### src/rtl/flux_write_encoder.sv
module flux_write_encoder #(
  parameter int CLK_MHZ = 250,
  parameter int CELL_NS = 600,
  parameter int LEAD_NS = 2000
) (
  input  logic clk,
  input  logic rst_n,
  input  logic start,
  input  logic stop,
  input  logic bit_in,
  output logic write_gate,
  output logic write_data,
  output logic bit_req
);
  localparam int CELL_CYC = CLK_MHZ * CELL_NS / 1000;
  localparam int HALF_CYC = CELL_CYC / 2;
  localparam int LEAD_CYC = CLK_MHZ * LEAD_NS / 1000;
  localparam int MAX_CYC  = (LEAD_CYC > CELL_CYC) ? LEAD_CYC : CELL_CYC;
  localparam int CNT_W    = $clog2(MAX_CYC + 1);

  typedef enum logic [1:0] {S_IDLE, S_LEAD, S_CELL} state_t;

  state_t     st;
  logic [CNT_W-1:0] cnt;
  logic       cur_bit, stop_pend;

  wire lead_done = cnt == CNT_W'(LEAD_CYC - 1);
  wire cell_end  = cnt == CNT_W'(CELL_CYC - 1);
  wire mid_cell  = cnt == CNT_W'(HALF_CYC - 1);
  wire take_bit  = cnt == CNT_W'(1);
  wire finish    = stop_pend | stop;

  assign write_gate = st != S_IDLE;

  always_ff @(posedge clk or negedge rst_n) begin
    if (!rst_n) begin
      st         <= S_IDLE;
      cnt        <= '0;
      write_data <= 1'b0;
      bit_req    <= 1'b0;
      cur_bit    <= 1'b0;
      stop_pend  <= 1'b0;
    end else begin
      bit_req <= 1'b0;
      case (st)
        S_IDLE: begin
          write_data <= 1'b0;
          cnt        <= '0;
          stop_pend  <= 1'b0;
          if (start) st <= S_LEAD;
        end
        S_LEAD: begin
          if (stop) begin
            st <= S_IDLE;
          end else if (lead_done) begin
            st         <= S_CELL;
            cnt        <= '0;
            write_data <= ~write_data;
            bit_req    <= 1'b1;
          end else begin
            cnt <= cnt + 1'b1;
          end
        end
        S_CELL: begin
          if (stop) stop_pend <= 1'b1;
          if (cell_end) begin
            cnt <= '0;
            if (finish) begin
              st         <= S_IDLE;
              write_data <= 1'b0;
              stop_pend  <= 1'b0;
            end else begin
              write_data <= ~write_data;
              bit_req    <= 1'b1;
            end
          end else begin
            cnt <= cnt + 1'b1;
            if (take_bit) cur_bit <= bit_in;
            if (mid_cell && cur_bit) write_data <= ~write_data;
          end
        end
        default: st <= S_IDLE;
      endcase
    end
  end
endmodule


### config.mk
export PLATFORM = sky130hd
export DESIGN_NAME = flux_write_encoder
export DESIGN_NICKNAME = d
export VERILOG_FILES = /design/src/rtl/flux_write_encoder.sv
export SDC_FILE = /design/constraint.sdc
export NUM_CORES = 1
export LEC_CHECK = 0
export BUFFER_PORTS_ARGS = -buffer_cell sky130_fd_sc_hd__buf_2
export CAP_MARGIN = 20
export CORE_MARGIN = 4
export CORE_UTILIZATION = 45
export CTS_BUF_LIST = sky130_fd_sc_hd__clkbuf_4 sky130_fd_sc_hd__clkbuf_8
export CTS_CLUSTER_SIZE = 25
export DETAILED_ROUTE_END_ITERATION = 7
export MAX_ROUTING_LAYER = met4
export PLACE_DENSITY = 0.67
export SLEW_MARGIN = 20
export SYNTH_ARGS = -nofsm -noshare
export SYNTH_HDL_FRONTEND = slang
export SYNTH_SLANG_ARGS = --single-unit
### constraint.sdc
create_clock -name clk -period 3.55 [get_ports clk]
set_input_delay 0.1775 -clock clk [delete_from_list [all_inputs] [get_ports clk]]
set_output_delay 0.1775 -clock clk [all_outputs]
set_load 0.03 [all_outputs]
==> results.md <==
* Setup TNS at 0 ns
* Buffers & Inverters on Critical Path at 1
* Clk_lat worst skew at 0.30 ns
* Post-synth EDFFs at 0
* Max IR drop VDD at 0.278 mV
* Status: finished clean
* Post-Place Setup Slack at 1.70 ns
* Synth area leaders: dfrtp_1 38%, ha_1 8.8%, nand2_1 3.8%
* Final Skew at 0.00884 ns
* Yosys top cell by area: dfrtp_1
* Avg Inst Size Synth at 9.73 um^2
* CTS clk-pin slew, worst paths at 0.09 ns
* Via/cell ratio at 5.90
* Yosys warnings at 0
* CTS tree: done
* Htree depth at 1
* Crit path depth at 6
* Max-cap violations at 0
* Clock Path Buffers at 2
* Global-route wire length before repair at 3620 um
* Sequential area share after synthesis at 37.8%
* Number of routed nets with antenna violations at 0
* CTS buffer count at 3
* Worst-path cell chain: inv_1 > ha_1 > nor3b_2 > a31oi_2 > o211ai_2 > o311ai_1
* Post-route setup slack at 1.64 ns
* Post-Synthesis Cells at 102
* Period utilization at 53.8%
* Worst-margin pin slew at 0.443 ns
* Critical path endpoint category: flop
* CTS root buf: clkbuf_4
* Max-slew violations at 0
* Placed cells at 134
* Clock sinks at 15
* CP max stage cell: dfrtp_1
* Final Setup Violations at 0
* DRT iter0 DRCs at 33
* PortBufs at 7
* Layout cells sized above 1 at 20.5%
* Effective utilization at floorplan at 49.1%
* Top-area cell type share of the netlist area at 37.8%
* Final min period at 1.91 ns
* Multi-input logic area at 576 um^2
* Delay-heaviest family, CP: compound AO/OA/AOI/OAI gates
* Via count at 820
* R2R cell count at 6
* DR WL/cell at 15.6 um
* Startpoint Class: flop
* Die span in y at 55.0 um
* WHS Path Cells at 2
* Fill cell count at 184
* Nets@finish at 125
* Antenna violations before repair at 0
* Syn_nets at 114
* Fin. Hold Viols at 0
* Register Area at 375 um^2
* GRT overflow at 0
* Ports at 8
* Synth-to-Final Area Change at 9.96%
* GRT Util Overall at 18.3%
* Crit path kind: flop to flop
* Placeable Area at 0.00202 mm^2
* Synthesized area at 992 um^2
* Pwr dens at 480 mW/mm^2
* Most common cell in the netlist: dfrtp_1
* Die area at 0.00302 mm^2
* Largest net degree at the start of global routing at 16
* Post-synth ARST share at 100%
* Final GP Congestion at 0.848
* HPWL Detailed at 1630 um
* Post-synth cell types at 40
* DR pass1 iterations at 4
* FP Rows at 16
* Commonest cells in the netlist: 15 x dfrtp_1, 10 x nand2_1, 9 x inv_1, 7 x ha_1
* RSZ-0062 raised after global routing: false
* Required time at the worst-slack endpoint at 3.74 ns
* Worst min path class: input port to flop
* Synth Register Bits at 15
* Hold Slack at 0.111 ns
* # diodes at 0
* DRC Markers at 0
* CP Data Arrival Time at 2.10 ns
* Relative slew slack at 70.4%
* PostCTS Resize Cnt at 0
* Cell Count, Final, Fillers Out at 139
* Critical path peak fanout at 7
* Ys flop type: dfrtp_1
* Number of global-route vias before repair at 811
* Die Wd at 55.0 um
* Final Routed Wirelength at 2160 um
* Leak at 0.463 nW
* Fmax at 524 MHz
* Critical path's largest stage delay at 0.43 ns
## final cells by class
class / count / share of cell area, %
Clock inverter: 1 / 0.459
Multi-Input combinational cell: 76 / 52.8
Clock buffer: 3 / 2.06
Inverter: 9 / 3.10
Timing Repair Buffer: 8 / 4.13
Sequential cell: 15 / 34.4
Tap cell: 27 / 3.10
## layer usage
| metal | GRT usage (%) | up-vias | part of all wire [%] |
|---|---|---|---|
| li1 | - | 398 | - |
| met1 | 22.1 | 384 | 45 |
| met2 | 26.6 | 27 | 45 |
| met3 | 5.36 | 11 | 4.8 |
| met4 | 11.7 | 0 | 4.6 |
| met5 | - | - | 0 |
## sequential cells by signal, summed over array words and instances (netlist names)
signal / cells
st: 2
cur_bit: 1
stop_pend: 1
write_data: 1
cnt: 9
bit_req: 1
## cell families (layout without fill, tap and decap cells)
group	Yosys count	in the layout	share of synthesized area (%)
simple gates	37	37	20.9
compound gates	26	26	22.4
flops	15	15	37.8
buf+inv	11	21	4.16
fa+ha+maj	7	7	8.83
xor+xnor	3	3	2.65
mux	3	3	3.15
## worst paths after layout
check	start	end	slack, ns
worst min-delay path	bit_in	cur_bit$_DFFE_PN0P_	0.11
worst max register to register	cnt[1]$_DFFE_PN0P_	cnt[5]$_DFFE_PN0P_	1.64
worst min register to register	cur_bit$_DFFE_PN0P_	cur_bit$_DFFE_PN0P_	0.52
max in group asynchronous	rst_n	cnt[5]$_DFFE_PN0P_	2.99
min in group asynchronous	rst_n	cnt[3]$_DFFE_PN0P_	0.30
worst max-delay path	cnt[1]$_DFFE_PN0P_	cnt[5]$_DFFE_PN0P_	1.64
## where the power goes
| part | internal (mW) | switching [mW] | total [mW] |
|---|---|---|---|
| logic | 0.0736 | 0.144 | 0.218 |
| clock network | 0.0420 | 0.0567 | 0.0987 |
| registers | 0.189 | 0.0175 | 0.207 |
| total | 0.305 | 0.218 | 0.523 |
## cells in the final DEF, fill, tap and decap left out, drive strengths merged, types with 4 or more instances in the layout
master	n
a21oi	4
nand3	4
nand2	10
nor2	4
inv	9
dfrtp	15
nor3	4
buf	7
ha	7
## metrics by stage
| stage | area (um^2) | total power, mW | utilization (%) |
|---|---|---|---|
| global route | 1090 | 0.568 | 54.0 |
| floorplan | 992 | 0.368 | - |
| CTS | 1090 | 0.529 | 54.0 |
| detailed placement | 1050 | 0.425 | 52.1 |
| global placement | 1050 | 0.420 | 52.1 |
| finish | 1090 | 0.523 | 54.0 |
## what timing repair did
| item | 4_1_cts | 5_1_grt |
|---|---|---|
| buffers inserted | 0 | 0 |
| hold buffers | 1 | 0 |
| endpoints found under the hold margin | 15 | 0 |
## worst reg2reg max path, stage by stage (launching register included)
cell      delay, ns
dfrtp_1        0.43
inv_1          0.07
ha_1           0.19
nor3b_2        0.18
a31oi_2        0.43
o211ai_2       0.19
o311ai_1       0.32
Note: power is estimated with default switching activity, not from simulation.
